===== src/rtl/tcar_pkg.sv =====
package tcar_pkg;

    localparam int unsigned CNT_W = 20;

    typedef logic [CNT_W-1:0] cnt_t;

    typedef enum logic {
        RAMP_UP   = 1'b0,
        RAMP_DOWN = 1'b1
    } ramp_dir_e;

    // State of the local up-down counter.
    typedef struct packed {
        cnt_t      value;
        ramp_dir_e dir;
    } ramp_t;

    // Last registered carrier sample and whether it was reached by a rise.
    typedef struct packed {
        cnt_t value;
        logic rising;
    } trace_t;

    // A zero peak would never be reached on an up ramp; one is the floor.
    function automatic cnt_t floor_peak(cnt_t p);
        return (p == '0) ? cnt_t'(1) : p;
    endfunction

    // Half-period length in clock cycles for a given switching frequency.
    function automatic int unsigned peak_count(int unsigned f_clk, int unsigned f_sw);
        return f_clk / (2 * f_sw);
    endfunction

endpackage


===== src/rtl/tcar_ramp.sv =====
module tcar_ramp
    import tcar_pkg::*;
(
    input  logic clk,
    input  logic rst,
    input  cnt_t peak_i,
    output cnt_t count_o
);

    ramp_t st_q, st_d;
    cnt_t  peak_q;
    cnt_t  pk_use;
    logic  live_q;

    // A fresh peak is accepted only while the count sits at zero.
    always_comb begin
        pk_use = (st_q.value == '0) ? floor_peak(peak_i) : peak_q;
        st_d   = st_q;
        if (st_q.dir == RAMP_UP) begin
            st_d.value = st_q.value + cnt_t'(1);
            if (st_d.value == pk_use) st_d.dir = RAMP_DOWN;
        end else begin
            st_d.value = st_q.value - cnt_t'(1);
            if (st_d.value == '0) st_d.dir = RAMP_UP;
        end
    end

    always_ff @(posedge clk) begin
        if (rst) begin
            st_q   <= '{value: '0, dir: RAMP_UP};
            peak_q <= floor_peak(peak_i);
            live_q <= 1'b0;
        end else begin
            st_q   <= st_d;
            live_q <= 1'b1;
            if (st_q.value == '0) peak_q <= pk_use;
        end
    end

    assign count_o = st_q.value;

    // each step moves the count by exactly one
    p_unit_step_r2: assert property (@(posedge clk) disable iff (rst)
        live_q |-> (st_q.value == $past(st_q.value) + cnt_t'(1)) ||
                   (st_q.value == $past(st_q.value) - cnt_t'(1)));

    // count never exceeds the peak in force
    p_within_peak_r2: assert property (@(posedge clk) disable iff (rst)
        st_q.value <= peak_q);

    // the bottom is not held for two cycles
    p_min_not_held_r2: assert property (@(posedge clk) disable iff (rst)
        (live_q && st_q.value == '0) |=> st_q.value != '0);

    // the peak stays frozen unless the previous count was zero
    p_peak_frozen_r5: assert property (@(posedge clk) disable iff (rst)
        (live_q && $past(st_q.value) != '0) |-> $stable(peak_q));

endmodule


===== src/rtl/tcar_extrema.sv =====
module tcar_extrema
    import tcar_pkg::*;
(
    input  logic clk,
    input  logic rst,
    input  cnt_t active_i,
    output cnt_t carrier_o,
    output logic at_max_o,
    output logic at_min_o
);

    trace_t tr_q;

    always_ff @(posedge clk) begin
        if (rst) begin
            tr_q <= '{value: '0, rising: 1'b0};
        end else begin
            tr_q <= '{value: active_i, rising: (active_i > tr_q.value)};
        end
    end

    // The registered sample is an extreme once the next sample reverses the slope.
    assign carrier_o = tr_q.value;
    assign at_max_o  = tr_q.rising  && (active_i < tr_q.value);
    assign at_min_o  = !tr_q.rising && (active_i > tr_q.value);

    // top and bottom pulses never coincide
    p_flags_exclusive_r4: assert property (@(posedge clk) disable iff (rst)
        $onehot0({at_max_o, at_min_o}));

    // a top pulse lasts a single cycle
    p_max_single_r4: assert property (@(posedge clk) disable iff (rst)
        at_max_o |=> !at_max_o);

    // a bottom pulse lasts a single cycle
    p_min_single_r4: assert property (@(posedge clk) disable iff (rst)
        at_min_o |=> !at_min_o);

endmodule


===== src/rtl/tcar_sync_carrier.sv =====
module tcar_sync_carrier
    import tcar_pkg::*;
(
    input  logic             clk,
    input  logic             rst,
    input  logic [CNT_W-1:0] peak_i,
    input  logic             use_ext_i,
    input  logic [CNT_W-1:0] ext_carrier_i,
    output logic [CNT_W-1:0] carrier_o,
    output logic             at_max_o,
    output logic             at_min_o
);

    cnt_t local_count;
    cnt_t active;

    tcar_ramp u_ramp (
        .clk     (clk),
        .rst     (rst),
        .peak_i  (peak_i),
        .count_o (local_count)
    );

    // source select between the local counter and a leader's carrier
    assign active = use_ext_i ? ext_carrier_i : local_count;

    tcar_extrema u_extrema (
        .clk       (clk),
        .rst       (rst),
        .active_i  (active),
        .carrier_o (carrier_o),
        .at_max_o  (at_max_o),
        .at_min_o  (at_min_o)
    );

    // the output lags the selected source by one cycle
    p_output_lag_r3: assert property (@(posedge clk) disable iff (rst)
        $past(!rst) |-> carrier_o == $past(active));

endmodule


===== config.mk =====
export PLATFORM = sky130hd
export DESIGN_NAME = tcar_sync_carrier
export DESIGN_NICKNAME = d
export VERILOG_FILES = /design/src/rtl/tcar_pkg.sv /design/src/rtl/tcar_ramp.sv /design/src/rtl/tcar_extrema.sv /design/src/rtl/tcar_sync_carrier.sv
export SDC_FILE = /design/constraint.sdc
export NUM_CORES = 1
export LEC_CHECK = 0
export BUFFER_PORTS_ARGS = -buffer_cell sky130_fd_sc_hd__buf_2
export CORE_MARGIN = 1
export CORE_UTILIZATION = 30
export CTS_CLUSTER_DIAMETER = 50
export DETAILED_ROUTE_END_ITERATION = 10
export GPL_TIMING_DRIVEN = 0
export SLEW_MARGIN = 20
export SYNTH_ARGS = -nofsm -noshare
export SYNTH_HDL_FRONTEND = slang
export SYNTH_SLANG_ARGS = --single-unit

===== constraint.sdc =====
create_clock -name clk -period 3.1 [get_ports clk]
set_input_delay 0.465 -clock clk [delete_from_list [all_inputs] [get_ports clk]]
set_output_delay 0.465 -clock clk [all_outputs]
set_load 0.005 [all_outputs]

==> results.sh, run 1 <==
export IMPL_outcome="finished clean"
export IMPL_die_x_um=126
export IMPL_clk_pin_slew_ns=0.05
export IMPL_syn_to_final_growth_pct=23.2
export IMPL_place_gp_congestion=0.863
export IMPL_viasPerCell=4.95
export IMPL_clk_latency_ns=0.34
export IMPL_root_buffer="clkbuf_16"
export IMPL_gr_total_overflow=0
export IMPL_synth_edf_count=20
export IMPL_yosysUniqueCellTypes=64
export IMPL_ant_nets=0
export IMPL_syn_inst=518
export IMPL_synthesis_nets=585
export IMPL_hold_buffers=0
export IMPL_grt_max_degree=21
export IMPL_worst_path_max_fanout=5
export IMPL_num_rows=45
export IMPL_combPwrFrac_pct=21.4
export IMPL_drv_cap=0
export IMPL_rsz0062_at_grt="true"
export IMPL_dieArea_um2=16000
export IMPL_synth_seq_cells=62
export IMPL_holdCritPathClass="input port to flip-flop"
export IMPL_tightest_slew_ns=0.786
export IMPL_setup_viol_count_final=0
export IMPL_power_per_cell_area_nw_per_um2=431
export IMPL_clockPowerShare_pct=39.9
export IMPL_hpwl_mm=9.44
export IMPL_required_ns=2.63
export IMPL_portBuffers=63
export IMPL_worstSetupStartpointType="input port"
export IMPL_post_drt_wl_per_cell_um=15.4
export IMPL_fin_tns_setup_ns=0
export IMPL_numCtsBuffers=9
export IMPL_chipHeight_um=126
export IMPL_drt_iter0_markers=163
export IMPL_critPathSlowestCell="mux2_2"
export IMPL_crit_type="input port to primary output"
export IMPL_grt_use_total_pct=15.6
export IMPL_ys_seq_area_share_pct=31.1
export IMPL_antenna_found_initial=0
export IMPL_core_um2=15100
export IMPL_clock_path_buffers=2
export IMPL_report_final_slew_viol_count=0
export IMPL_cp_startpoint="use_ext_i"
export IMPL_synthTopCellsByArea="dfxtp_1 18%, edfxtp_1 13%, mux2_2 9.0%"
export IMPL_synth_main_ff_cell="dfxtp_1"
export IMPL_yosys_warnings=0
export IMPL_ios=65
export IMPL_drc=0
export IMPL_cts_max_level=3
export IMPL_min_from="ext_carrier_i[0]"
export IMPL_via_count=3937
export IMPL_syn_area_per_cell_um2=8.95
export IMPL_dr_pass1_iters=5
export IMPL_grt_pass1_vias=3830
export IMPL_cp_arrival_ns=2.57
export IMPL_timing_final_hold_violations=0
export IMPL_max_freq_mhz=329
export IMPL_synth_top_area_cell="dfxtp_1"
export IMPL_period_share_pct=98.0
export IMPL_slowest_delay_ns=0.34
export IMPL_cts_tree="built"
export IMPL_dp_slack_ns=-0.417
export IMPL_yosysTopAreaCellShare_pct=18.1
export IMPL_relSlewSlack_pct=47.5
export IMPL_leakage_uw=0.00245
export IMPL_start_util_pct=30.6
export IMPL_clock_sinks=62
export IMPL_sequentialPowerShare_pct=38.6
export IMPL_fin_nets=671
export IMPL_grt_pass1_wl_mm=19.5
export IMPL_clock_skew_ns=0.00832
export IMPL_sw_frac_of_total_pct=27.6
export IMPL_power_switching_uw=679
export IMPL_end_kind="primary output"
export IMPL_ys_async_sr_fraction_pct=0
export IMPL_antenna_cells=0
export IMPL_routed_wl_mm=12.3
export IMPL_crit_buf_inv=3
export IMPL_crit_family="compound AO/OA/AOI/OAI gates"
export IMPL_crit_chain="buf_4 -> clkbuf_8 -> mux2_2 -> ha_1 -> a21o_1 -> a21o_1 -> a21oi_2 -> nor2_1 -> nor3_2 -> o21ai_2 -> o21ai_2 -> nor2_1 -> buf_2"
export IMPL_min_period_ns=3.04
export IMPL_r2r_start="u_ramp.count_o[15]$_SDFF_PP0_"
export IMPL_setup_ws_ns=0.0612
export IMPL_mappedNetlistArea_um2=4640
export IMPL_drive_gt1_share_pct=32.6
export IMPL_intPower_uw=1780
export IMPL_ir_drop_uv=328
power by group through the flow:
stage                     Sequential (uW)  Clock, uW  Combinational [uW]
final                                 951        983                 527
after CTS                             950        994                 513
after detailed placement              966          0                 498
after global placement                963          0                 486
after global routing                  958       1030                 579
after floorplan                       952          0                 364
logic make-up after synthesis:
family	after synthesis	share of synthesized area [%]
fa+ha+maj	24	6.48
buf+inv	79	9.74
compound gates	69	9.55
flops	62	31.1
simple gates	186	21.9
mux	48	11.5
xor+xnor	50	9.74
per-stage QoR:
step	total power, uW	instances	utilization [%]	hold slack [ns]	area, um^2
global placement	1450	769	34.3	0.502	5190
detailed placement	1460	769	34.3	0.506	5190
CTS	2460	788	36.9	0.422	5590
floorplan	1320	518	-	0.467	4640
global route	2570	796	37.7	0.466	5710
finish	2460	796	37.7	0.430	5710
cells in the mapped netlist (all sizes together) (2+ instances only):
| cell | n |
|---|---|
| nand3b | 2 |
| and2 | 23 |
| a211oi | 7 |
| a31oi | 3 |
| nor3 | 18 |
| ha | 24 |
| nand4 | 15 |
| nand2 | 23 |
| or4 | 2 |
| edfxtp | 20 |
| o21ai | 19 |
| nand3 | 23 |
| nor2b | 4 |
| mux2 | 38 |
| mux2i | 10 |
| xor2 | 26 |
| buf | 36 |
| a21boi | 2 |
| or3 | 2 |
| nor4b | 2 |
| nor3b | 3 |
| nor4 | 6 |
| dfxtp | 42 |
| inv | 28 |
| xnor2 | 23 |
| a21o | 8 |
| and3 | 6 |
| and4 | 2 |
| o2111ai | 2 |
| o32ai | 3 |
| a21oi | 15 |
| nor2 | 51 |
| clkbuf | 15 |
per-layer routing:
layer | global-route usage (%) | vias up | share of wire [%]
li1 | - | 1979 | -
met1 | 21.3 | 1820 | 48
met2 | 24.6 | 122 | 45
met3 | 3.29 | 16 | 5.3
met4 | 4.68 | 0 | 1.5
met5 | 0 | - | 0
placed cells by master (no fill, tap or decap), drive strengths merged, types with 24 or more instances in the layout:
cell type	synthesis	routed
buf	36	112
clkbuf	15	27
dfxtp	42	42
ha	24	24
inv	28	29
mux2	38	38
nor2	51	51
xor2	26	26
area by class of cell:
class                           instances  area (um^2)
Buffer                                 50          393
Clock inverter                          2         13.8
Sequential cell                        62         1440
Fill cell                            1541         9430
Timing Repair Buffer                   76          415
Inverter                               28          108
Clock buffer                           13          272
Tap cell                              188          235
Multi-Input combinational cell        377         2830
timing repair:
action | in CTS | in global routing
gates resized for setup | 25 | 24
setup buffers | 4 | 9
pin swaps | 1 | 9
endpoints found under the setup margin | 3 | 3
sequential cells by signal, indices dropped and copies added, names as in the netlist:
signal / cells
u_extrema.carrier_o: 20
u_ramp.count_o: 20
u_ramp.peak_q: 20
u_extrema.tr_q: 1
u_ramp.st_q: 1
path summary, 6_finish.rpt:
kind | cells after the start | slack [ns] | endpoint
worst max-delay path | 13 | 0.06 | at_min_o
worst min-delay path | 3 | 0.43 | u_extrema.carrier_o[0]$_SDFF_PP0_
worst max register to register | 10 | 0.07 | u_ramp.st_q[0]$_SDFF_PP0_
worst min register to register | 1 | 0.50 | u_ramp.count_o[0]$_SDFF_PP0_
worst reg2reg max path: stages (launching register included):
cell	delay, ns
dfxtp_1	0.30
buf_6	0.14
nor3_4	0.26
and4_1	0.25
buf_6	0.12
and2_4	0.16
mux2_2	0.33
a211o_1	0.31
or4b_4	0.49
or4_1	0.50
o21ai_1	0.12
Power figures use the tool's default switching activity.
==> inputs of run 2 (changes only) <==
--- a/config.mk
+++ b/config.mk
@@ -15,3 +15,4 @@
 export SYNTH_ARGS = -nofsm -noshare
 export SYNTH_HDL_FRONTEND = slang
 export SYNTH_SLANG_ARGS = --single-unit
+export TNS_END_PERCENT = 1
==> constraint.sdc (replaced) <==
create_clock -name clk -period 3.3 [get_ports clk]
set_input_delay 0.495 -clock clk [delete_from_list [all_inputs] [get_ports clk]]
set_output_delay 0.495 -clock clk [all_outputs]
set_load 0.005 [all_outputs]
==> run 2 against run 1 <==
Net effect:
- sequential power decreased by 6.1%
- via count decreased by 0.61%
- hold slack improved by 0.029 ns
- critical endpoint is now u_ramp.st_q[0]$_SDFF_PP0_
==> results.sh, run 2 (synthesized netlist as in run 1, its figures left out) <==
export IMPL_layout_common_cells="67 x buf_2, 49 x nor2_1, 41 x dfxtp_1, 37 x mux2_2, 26 x inv_1"
export IMPL_viasPerCell=4.98
export IMPL_rrSetupSlack_ns=0.12
export IMPL_setup_viol_count_final=0
export IMPL_crit_type="flip-flop to flip-flop"
export IMPL_use_met3_pct=3.21
export IMPL_place_gp_congestion=0.863
export IMPL_max_freq_mhz=314
export IMPL_leakage_uw=0.00236
export IMPL_fillers=1555
export IMPL_drt_iter0_markers=169
export IMPL_min_period_ns=3.18
export IMPL_top_usage_layer="met2"
export IMPL_portBuffers=63
export IMPL_holdCritPathClass="input port to flip-flop"
export IMPL_start_util_pct=30.6
export IMPL_clk_latency_ns=0.34
export IMPL_cp_startpoint="u_ramp.count_o[6]$_SDFF_PP0_"
export IMPL_mostFrequentLayoutCell="buf_2"
export IMPL_met2_usage_pct=24.6
export IMPL_outcome="finished clean"
export IMPL_post_drt_wl_per_cell_um=15.4
export IMPL_end_kind="flip-flop"
export IMPL_slowest_delay_ns=0.51
export IMPL_clk_pin_slew_ns=0.06
export IMPL_clock_sinks=62
export IMPL_fin_util_pct=36.7
export IMPL_hpwl_mm=9.44
export IMPL_fin_nets=661
export IMPL_period_share_pct=96.4
export IMPL_worst_path_max_fanout=10
export IMPL_routed_wl_mm=12.1
export IMPL_reg2reg_to="u_ramp.st_q[0]$_SDFF_PP0_"
export IMPL_timing_final_hold_violations=0
export IMPL_tightest_slew_ns=0.796
export IMPL_core_um2=15100
export IMPL_numCtsBuffers=9
export IMPL_clock_path_buffers=2
export IMPL_dieArea_um2=16000
export IMPL_stdcell_count=786
export IMPL_drive_gt1_share_pct=29.9
export IMPL_grt_use_total_pct=15.5
export IMPL_cts_tree="built"
export IMPL_relSlewSlack_pct=46.8
export IMPL_antenna_found_initial=0
export IMPL_ant_nets=0
export IMPL_die_x_um=126
export IMPL_chipHeight_um=126
export IMPL_cts_max_level=3
export IMPL_ir_drop_uv=303
export IMPL_report_final_slew_viol_count=0
export IMPL_drv_cap=0
export IMPL_dr_pass1_iters=4
export IMPL_worstSetupStartpointType="flip-flop"
export IMPL_antenna_cells=0
export IMPL_use_met1_pct=21.4
export IMPL_r2r_start="u_ramp.count_o[6]$_SDFF_PP0_"
export IMPL_syn_to_final_growth_pct=19.8
export IMPL_drc=0
export IMPL_cp_arrival_ns=3.45
export IMPL_grt_pass1_vias=3769
export IMPL_via_count=3913
export IMPL_root_buffer="clkbuf_16"
export IMPL_grt_max_degree=21
export IMPL_dp_cells=769
export IMPL_ios=65
export IMPL_crit_end="u_ramp.st_q[0]$_SDFF_PP0_"
export IMPL_critPathSlowestCell="or4_1"
export IMPL_num_rows=45
export IMPL_hold_buffers=0
export IMPL_required_ns=3.57
export IMPL_ff2ff_path_depth=9
export IMPL_crit_chain="buf_2 -> nor3_2 -> and3_4 -> and2_4 -> mux2_2 -> a211o_1 -> or4b_1 -> or4_1 -> o21ai_1"
export IMPL_grt_pass1_wl_mm=19.4
export IMPL_clock_skew_ns=0.0108
export IMPL_power_per_cell_area_nw_per_um2=412
export IMPL_gr_total_overflow=0
## run 2: cell types whose count changed in the layout (fill, tap and decap cells not counted), sizes merged
cell	delta
inv	-1
clkbuf	-1
clkinvlp	+1
buf	-9
## run 2: worst min-delay path by stage
stage,end,start,slack [ns],cells after the start
floorplan,u_ramp.count_o[0]$_SDFF_PP0_,u_ramp.count_o[0]$_SDFF_PP0_,0.47,1
global placement,u_ramp.count_o[0]$_SDFF_PP0_,u_ramp.count_o[0]$_SDFF_PP0_,0.50,1
detailed placement,u_ramp.count_o[0]$_SDFF_PP0_,u_ramp.count_o[0]$_SDFF_PP0_,0.51,1
CTS,u_extrema.carrier_o[0]$_SDFF_PP0_,ext_carrier_i[0],0.45,3
global route,u_extrema.carrier_o[0]$_SDFF_PP0_,ext_carrier_i[0],0.50,3
finish,u_extrema.carrier_o[0]$_SDFF_PP0_,ext_carrier_i[0],0.46,3
## run 2: report_power, final
group          switching [uW]  total, uW  leakage (uW)  internal (uW)
combinational             243        477       0.00167            234
sequential               36.2        893      0.000546            857
clock                     348        920      0.000141            572
## run 2: what timing repair did
action / 4_1_cts / 5_1_grt
pin swaps: 0 / 1
setup buffers: 0 / 2
gates resized for setup: 6 / 21
endpoints found under the setup margin: 2 / 3
## run 2: cell type report
class	count	area, um^2	share of cell area (%)
Clock inverter	2	13.8	0.248
Inverter	28	109	1.96
Clock buffer	13	272	4.89
Buffer	51	365	6.58
Multi-Input combinational cell	377	2790	50.2
Tap cell	188	235	4.23
Sequential cell	62	1440	26.0
Timing Repair Buffer	65	330	5.95
## run 2: worst max-delay path: cells and delay by family (launching register included)
| kind | cells | cell delay (ns) |
|---|---|---|
| buffers and inverters | 1 | 0.19 |
| DFF | 1 | 0.29 |
| muxes | 1 | 0.33 |
| AOI/OAI and AO/OA | 2 | 0.42 |
| and+or+nand+nor | 5 | 1.89 |
## run 2: per-layer routing
metal	vias to the layer above	wire (um)
li1	1949	-
met1	1860	6000
met2	93	5440
met3	11	528
met4	0	128
met5	-	0
## run 2: metrics by stage
stage	cell area, um^2	power, uW	setup TNS [ns]	worst slack, ns	hold slack [ns]
finish	5560	2290	0	0.119	0.459
CTS	5480	2300	0	0.0104	0.452
floorplan	4640	1240	0	0.421	0.467
global placement	5190	1360	-0.393	-0.263	0.502
detailed placement	5190	1380	-0.448	-0.277	0.506
global route	5560	2390	-0.0632	-0.0632	0.496
